$ cat config.mk
export PLATFORM = sky130hd
export DESIGN_NAME = lcd_com_timing
export DESIGN_NICKNAME = d
export VERILOG_FILES = /design/src/rtl/lcd_com_pkg.sv /design/src/rtl/lcd_com_timebase.sv /design/src/rtl/lcd_com_src_sel.sv /design/src/rtl/lcd_com_shift.sv /design/src/rtl/lcd_com_timing.sv
export SDC_FILE = /design/constraint.sdc
export NUM_CORES = 1
export LEC_CHECK = 0
export BUFFER_PORTS_ARGS = -buffer_cell sky130_fd_sc_hd__buf_2
export CAP_MARGIN = 0
export CELL_PAD_IN_SITES_DETAIL_PLACEMENT = 0
export CELL_PAD_IN_SITES_GLOBAL_PLACEMENT = 2
export CORE_MARGIN = 2
export CORE_UTILIZATION = 36
export DETAILED_ROUTE_END_ITERATION = 8
export PLACE_DENSITY_LB_ADDON = 0.1
export SETUP_SLACK_MARGIN = 0.05
export SLEW_MARGIN = 25
export SYNTH_ARGS = -nofsm -noshare
export SYNTH_HDL_FRONTEND = slang
export SYNTH_SLANG_ARGS = --single-unit
export TNS_END_PERCENT = 10
$ cat constraint.sdc
create_clock -name clk_i -period 4.8 [get_ports clk_i]
set_clock_uncertainty 0.1 [all_clocks]
set_input_delay 0.72 -clock clk_i [delete_from_list [all_inputs] [get_ports clk_i]]
set_output_delay 0.72 -clock clk_i [all_outputs]
set_load 0.02 [all_outputs]
$ cat src/rtl/lcd_com_pkg.sv
package lcd_com_pkg;
  localparam int unsigned UNITS_PER_LINE = 4;

  typedef struct packed {
    logic phi1;
    logic phi2;
    logic cl2;
    logic frm;
    logic m;
  } scan_t;
endpackage

$ cat src/rtl/lcd_com_timebase.sv
module lcd_com_timebase
  import lcd_com_pkg::*;
#(
  parameter int unsigned TICK_DIV = 175,
  parameter int unsigned ROWS     = 64
) (
  input  logic  clk_i,
  input  logic  rst_ni,
  input  logic  run_i,
  output scan_t scan_o
);
  localparam int unsigned PW = (TICK_DIV > 1) ? $clog2(TICK_DIV) : 1;
  localparam int unsigned RW = (ROWS > 1) ? $clog2(ROWS) : 1;
  localparam logic [PW-1:0] PRE_LAST = PW'(TICK_DIV - 1);
  localparam logic [RW-1:0] ROW_LAST = RW'(ROWS - 1);

  logic [PW-1:0] pre_q;
  logic [1:0]    unit_q;
  logic [RW-1:0] row_q;
  logic          m_q;
  logic          tick;
  logic          line_end;

  assign tick     = (pre_q == PRE_LAST);
  assign line_end = tick && (unit_q == 2'(UNITS_PER_LINE - 1));

  always_ff @(posedge clk_i or negedge rst_ni) begin
    if (!rst_ni) begin
      pre_q  <= '0;
      unit_q <= '0;
      row_q  <= '0;
      m_q    <= 1'b0;
    end else if (!run_i) begin
      pre_q  <= '0;
      unit_q <= '0;
      row_q  <= '0;
      m_q    <= 1'b0;
    end else begin
      pre_q <= tick ? '0 : pre_q + 1'b1;
      if (tick) unit_q <= unit_q + 2'd1;
      if (line_end) begin
        if (row_q == ROW_LAST) begin
          row_q <= '0;
          m_q   <= ~m_q;
        end else begin
          row_q <= row_q + 1'b1;
        end
      end
    end
  end

  // phase clocks are held high while the generator is parked
  always_comb begin
    scan_o.phi1 = !run_i || (unit_q != 2'd0);
    scan_o.phi2 = !run_i || (unit_q != 2'd2);
    scan_o.cl2  = ~unit_q[1];
    scan_o.frm  = (row_q == '0);
    scan_o.m    = m_q;
  end
endmodule

$ cat src/rtl/lcd_com_src_sel.sv
module lcd_com_src_sel
  import lcd_com_pkg::*;
(
  input  logic  clk_i,
  input  logic  rst_ni,
  input  logic  master_i,
  input  logic  edge_rise_i,
  input  scan_t int_i,
  input  logic  ext_cl2_i,
  input  logic  ext_frm_i,
  input  logic  ext_m_i,
  output scan_t scan_o,
  output logic  shift_o
);
  logic cl2_d;

  always_comb begin
    scan_o.phi1 = int_i.phi1;
    scan_o.phi2 = int_i.phi2;
    scan_o.cl2  = master_i ? int_i.cl2 : ext_cl2_i;
    scan_o.frm  = master_i ? int_i.frm : ext_frm_i;
    scan_o.m    = master_i ? int_i.m   : ext_m_i;
  end

  // reset value matches the idle line-clock level
  always_ff @(posedge clk_i or negedge rst_ni) begin
    if (!rst_ni) cl2_d <= 1'b1;
    else         cl2_d <= scan_o.cl2;
  end

  assign shift_o = edge_rise_i ? (scan_o.cl2 & ~cl2_d) : (~scan_o.cl2 & cl2_d);
endmodule

$ cat src/rtl/lcd_com_shift.sv
module lcd_com_shift #(
  parameter int unsigned ROWS = 64
) (
  input  logic            clk_i,
  input  logic            rst_ni,
  input  logic            shift_i,
  input  logic            dir_i,
  input  logic            link_a_i,
  input  logic            link_b_i,
  output logic [ROWS-1:0] stage_o,
  output logic            link_a_o,
  output logic            link_b_o,
  output logic            link_a_oe_o,
  output logic            link_b_oe_o
);
  logic [ROWS-1:0] stage_q;
  logic [ROWS-1:0] stage_d;
  logic            din;

  assign din = dir_i ? link_a_i : link_b_i;

  for (genvar k = 0; k < ROWS; k++) begin : g_stage
    logic from_lo;
    logic from_hi;
    if (k == 0) begin : g_first
      assign from_lo = din;
    end else begin : g_mid_lo
      assign from_lo = stage_q[k-1];
    end
    if (k == ROWS - 1) begin : g_last
      assign from_hi = din;
    end else begin : g_mid_hi
      assign from_hi = stage_q[k+1];
    end
    assign stage_d[k] = dir_i ? from_lo : from_hi;
  end

  always_ff @(posedge clk_i or negedge rst_ni) begin
    if (!rst_ni)      stage_q <= '0;
    else if (shift_i) stage_q <= stage_d;
  end

  assign stage_o     = stage_q;
  assign link_a_o    = stage_q[0];
  assign link_b_o    = stage_q[ROWS-1];
  assign link_a_oe_o = ~dir_i;
  assign link_b_oe_o = dir_i;
endmodule

$ cat src/rtl/lcd_com_timing.sv
module lcd_com_timing
  import lcd_com_pkg::*;
#(
  parameter int unsigned TICK_DIV = 175,
  parameter int unsigned ROWS     = 64
) (
  input  logic            clk_i,
  input  logic            rst_ni,
  input  logic            master_i,
  input  logic            dir_i,
  input  logic            edge_rise_i,
  input  logic            ext_cl2_i,
  input  logic            ext_frm_i,
  input  logic            ext_m_i,
  input  logic            link_a_i,
  input  logic            link_b_i,
  output logic            link_a_o,
  output logic            link_b_o,
  output logic            link_a_oe_o,
  output logic            link_b_oe_o,
  output logic            phi1_o,
  output logic            phi2_o,
  output logic            cl2_o,
  output logic            frm_o,
  output logic            m_o,
  output logic [ROWS-1:0] row_o
);
  scan_t int_scan;
  scan_t out_scan;
  logic  shift;

  lcd_com_timebase #(.TICK_DIV(TICK_DIV), .ROWS(ROWS)) u_timebase (
    .clk_i  (clk_i),
    .rst_ni (rst_ni),
    .run_i  (master_i),
    .scan_o (int_scan)
  );

  lcd_com_src_sel u_src_sel (
    .clk_i       (clk_i),
    .rst_ni      (rst_ni),
    .master_i    (master_i),
    .edge_rise_i (edge_rise_i),
    .int_i       (int_scan),
    .ext_cl2_i   (ext_cl2_i),
    .ext_frm_i   (ext_frm_i),
    .ext_m_i     (ext_m_i),
    .scan_o      (out_scan),
    .shift_o     (shift)
  );

  lcd_com_shift #(.ROWS(ROWS)) u_shift (
    .clk_i       (clk_i),
    .rst_ni      (rst_ni),
    .shift_i     (shift),
    .dir_i       (dir_i),
    .link_a_i    (link_a_i),
    .link_b_i    (link_b_i),
    .stage_o     (row_o),
    .link_a_o    (link_a_o),
    .link_b_o    (link_b_o),
    .link_a_oe_o (link_a_oe_o),
    .link_b_oe_o (link_b_oe_o)
  );

  assign phi1_o = out_scan.phi1;
  assign phi2_o = out_scan.phi2;
  assign cl2_o  = out_scan.cl2;
  assign frm_o  = out_scan.frm;
  assign m_o    = out_scan.m;
endmodule

; ---- Word-level counts from Yosys, hierarchy flattened
; Index checks and enable logic that the tools add are counted.
[word_totals]
output_inout_bits = 73
reg_bits = 82
in_bits = 10
[op_classes]
muxes = 79
eq_ne = 7
n_reduce_logical = 7
n_addsub = 3
bitwise_logic = 7
[ops]
columns = operator, n
row1 = two-way mux 1 bit, 72
row2 = two-way mux 6 bit, 3
row3 = two-way mux 8 bit, 2
row4 = "adder 8 x 1 -> 8 bit, second input constant", 1
row5 = "equality test 8 bit, second input constant", 1
row6 = "adder 6 x 1 -> 6 bit, second input constant", 1
row7 = "equality test 6 bit, second input constant", 1
row8 = logical NOT 6 bit, 1
row9 = "!= test 2 x 1 -> 1 bit, second input constant", 3
row10 = NOT 1 bit, 5
row11 = two-way mux 2 bit, 2
row12 = "adder 2 x 1 -> 2 bit, second input constant", 1
row13 = AND 1 bit, 2
row14 = "equality test 2 bit, second input constant", 1
row15 = logical OR 1 bit, 2
row16 = "!= test 2 bit, second input constant", 1
row17 = AND reduction 2 bit, 1
row18 = nonzero test 2 bit, 1
row19 = logical AND 1 bit, 1
row20 = logical NOT 1 bit, 1

; ---- Logic depth before layout (Yosys ltp)
[logic_depth]
word_depth = 5
depth_mapped = 7

; ---- Modules after synthesis
; From an unflattened synthesis, not the netlist that was laid out.
[unflattened]
hier_cells = 389
area_unflattened_um2 = 4032.6
[modules_own_cells]
columns = mod, cells_each, instances, seq_area_each_um2, area_each_um2
row1 = lcd_com_shift, 281, 1, 1601.5, 2962.8
row2 = lcd_com_timebase, 99, 1, 425.4, 968.4
row3 = lcd_com_src_sel, 9, 1, 26.3, 101.3

; ---- Worst setup path after synthesis
; OpenSTA, ideal clock, no wires.
[synth_timing]
path_type = input-to-output
from = input master_i
to = output frm_o
t_required_ns = 3.980
stages = 3
n_path_buf = 2
setup_slack_ns = 2.404
arrival_time_ns = 1.576
path_cell_list = clkbuf_1 -> clkbuf_1 -> o21ai_0
[synth_via]
elab_chain_len = 1
[synth_lines]
columns = item, line
row1 = from (decl), lcd_com_timing.sv:9  ; input logic master_i,
row2 = two-way mux 1 bit, lcd_com_src_sel.sv:21  ; scan_o.frm = master_i ? int_i.frm : ext_frm_i;
row3 = to (decl), lcd_com_timing.sv:24  ; output logic frm_o,
; No other way between the ends.

; ---- Worst setup path in the final report
[layout_timing]
from = input master_i
to = register u_shift.stage_q[38] (netlist: u_shift.stage_o[38])
[layout_via]
elab_chain_len = 4
elab_cells_between_ends = 5
[layout_lines]
columns = item, line
row1 = two-way mux 1 bit *, lcd_com_src_sel.sv:20  ; scan_o.cl2 = master_i ? int_i.cl2 : ext_cl2_i;
row2 = NOT 1 bit, lcd_com_src_sel.sv:31  ; assign shift_o = edge_rise_i ? (scan_o.cl2 & ~cl2_d) : (~scan_o.cl2 & cl2_d);
row3 = AND 1 bit, lcd_com_src_sel.sv:31
row4 = two-way mux 1 bit *, lcd_com_src_sel.sv:31
row5 = to (signal assigned), lcd_com_shift.sv:40  ; else if (shift_i) stage_q <= stage_d;
row6 = to (decl), lcd_com_shift.sv:16  ; logic [ROWS-1:0] stage_q;
; Mark *: on every way between the ends. The rest lies on a longest branch, timed or not.
; A chain may end at the register's enable or synchronous reset.

==> metrics.yaml <==
grt:
  overflow: 0
  grt_pass1_vias: 2668
  grt_first_pass_wirelength_um: 14320
  antenna_found_initial: 0
  grt_util_all_layers_pct: 13.99
  grt_max_degree: 50
setup_path:
  worstPathMaxFanout: 22
  crit_slowest_cell: "mux2i_4"
  startpoint_type: "input pin"
  ff2ff_setup_slack_ns: 2.48
  crit_path_max_incr_delay_ns: 0.51
  path_class: "input pin to flip-flop"
  worstPathCellList: "buf_2, mux2_4, mux2i_4, buf_4, mux2_2"
  crit_required_ns: 4.92
  endpoint_kind: "flip-flop"
  arrival_ns: 2.66
  r2r_cells: 6
min_path:
  min_path_type: "input pin to asynchronous set/reset pin"
layout:
  area_growth_pct: 17.34
  drive_gt1_share_pct: 59.95
  n_fill_cell: 1147
  diodes: 0
  final_cells: 544
  finalNetCount: 410
timing:
  worstMarginPinSlew_ns: 0.6363
  slew_headroom_pct: 57.58
  period_share_pct: 53.05
  hold_violations: 0
  setup_viol: 0
  period_needed_ns: 2.547
  fin_tns_setup_ns: 0
  rsz0062_at_grt: "no"
  worst_slack_ns: 2.253
  slew_violations: 0
  fmax_ghz: 0.3927
  hold_slack_ns: 0.2435
route:
  drtIter0Drc: 88
  wirelength_um: 8685
  num_vias: 2678
  ant_nets: 0
  drc_errors: 0
  routedWlPerCell_um: 15.97
  vias_per_cell: 4.923
  dr.pass1.iters: 4
floorplan:
  core_region_area_um2: 12010
  initial_core_util_pct: 36.89
  die_y_um: 114.9
  pin_count: 83
  core.rowCount: 40
  die_area_um2: 13210
  die_width_um: 114.9
clocking:
  clock_latency_ns: 0.34
  clkTransAtPathRegs_ns: 0.06
  cts_hold_buf: 0
  clock_path_buffers: 2
  cts-root-buf: "clkbuf_16"
  cts_setup_buffers: 0
  numCtsBuffers: 9
  cts_resized: 0
  htree_levels: 3
  cts_tree: "built"
  cts.sinks: 82
yosys:
  syn_avg_cell_area_um2: 14.11
  synth-async-reset-ratio_pct: 100.0
  synth_edf_count: 0
  ys_seq_area_share_pct: 46.34
  yosys_warnings: 0
  syn_area_um2: 4430
  ys_ff_latch: 82
  ys_types: 31
  synth_ff_type: "dfrtp_1"
  synth_cells: 314
  syn_nets: 331
status:
  status: "finished, final reports clean"
place:
  hpwlAfterDp_um: 5783
  routabilityCongestion: 0.7050
  place_ws_ns: 1.891
  dp_cells: 529
  port_buffers: 82
power:
  vdd_ir_drop_max_uv: 127.7
  p_per_area_nw_per_um2: 324.6
  p_leak_nw: 2.721
job:
  drv_cap: 0
[power breakdown]
part	total, mW	internal [mW]	switching (mW)
Sequential	0.776	0.732	0.0437
Clock	0.629	0.359	0.270
Combinational	0.282	0.136	0.146
[worst paths after layout]
kind                                startpoint              endpoint
setup / recovery                      master_i   u_shift.stage_o[38]
hold / removal                          rst_ni   u_timebase.row_q[4]
setup reg to reg           u_timebase.pre_q[0]   u_timebase.row_q[3]
hold reg to reg            u_timebase.pre_q[0]   u_timebase.pre_q[0]
max in group asynchronous               rst_ni  u_timebase.unit_q[1]
min in group clk_i         u_timebase.pre_q[0]   u_timebase.pre_q[0]
[state kept, by name, summed over array words and instances (netlist names)]
register,flops
u_shift.stage_o,64
u_timebase.pre_q,8
u_timebase.row_q,6
u_timebase.unit_q,2
u_src_sel.cl2_d,1
u_timebase.m_q,1
[cell families after synthesis]
group	after synthesis	synth area share [%]
flops	82	46.34
xor+xnor	7	1.384
compound gates	8	1.073
buf+inv	28	4.179
simple gates	50	6.128
mux	132	38.92
fa+ha+maj	7	1.977
[area by class of cell]
class	instances	area [um^2]	area share, %
clock buffer	10	239.0	4.597
clock inverter	5	31.28	0.6017
inverter	9	33.78	0.6498
multi-input combinational	204	2192	42.17
sequential	82	2053	39.49
tap	147	183.9	3.538
timing repair buffer	87	465.4	8.953
[Yosys cell counts, types with 4 or more instances]
cell / n / area [um^2]
o21ai_0: 5 / 25.02
nand2_1: 9 / 33.78
xor2_1: 4 / 35.03
clkbuf_1: 8 / 30.03
mux2_2: 68 / 765.7
buf_8: 6 / 90.09
inv_1: 9 / 33.78
dfrtp_1: 81 / 2027
nand3_1: 9 / 45.04
mux2_4: 61 / 915.9
nand4_1: 5 / 31.28
nor2_1: 9 / 33.78
ha_1: 7 / 87.58
[per-stage QoR]
stage	cell area [um^2]	power (mW)	util (%)
4_1_cts	5199	1.720	43.28
3_5_place_dp	4928	1.076	41.03
6_report	5199	1.688	43.28
2_1_floorplan	4431	0.9974	-
3_3_place_gp	4926	1.073	41.01
5_1_grt	5199	1.785	43.28
[metal layers]
| metal | vias to the layer above | share of wire, % | GRT usage, % |
|---|---|---|---|
| met5 | - | 0 | 0 |
| met4 | 0 | 1.9 | 6.747 |
| met3 | 11 | 5.3 | 3.901 |
| met2 | 57 | 42 | 19.25 |
| met1 | 1331 | 50 | 20.18 |
| li1 | 1279 | - | - |
[worst max-delay path, delay by kind of cell]
| kind | cells | cell delay [ns] |
|---|---|---|
| mux | 3 | 1.24 |
| buf+inv | 2 | 0.69 |
[cells in the final DEF (no fill, tap or decap)]
| master | count |
|---|---|
| nand2_1 | 9 |
| clkinv_4 | 1 |
| buf_2 | 80 |
| mux2i_4 | 1 |
| buf_4 | 6 |
| a21boi_0 | 3 |
| nor4_1 | 1 |
| clkbuf_8 | 1 |
| buf_12 | 1 |
| clkinvlp_4 | 1 |
| or3_1 | 2 |
| clkinv_2 | 3 |
| and2_1 | 3 |
| xor2_1 | 4 |
| and3_1 | 1 |
| and4_1 | 1 |
| o21ai_0 | 5 |
| dfrtp_1 | 81 |
| inv_1 | 9 |
| clkbuf_16 | 9 |
| nor2_1 | 9 |
| mux2i_1 | 2 |
| nand3b_1 | 1 |
| ha_1 | 7 |
| nand2b_1 | 2 |
| or2_2 | 2 |
| mux2_4 | 61 |
| or4b_2 | 3 |
| mux2_2 | 68 |
| nand3_1 | 9 |
| dfstp_2 | 1 |
| nor2b_1 | 2 |
| xnor2_1 | 3 |
| nand4_1 | 5 |
Note: power is estimated with default switching activity, not from simulation.
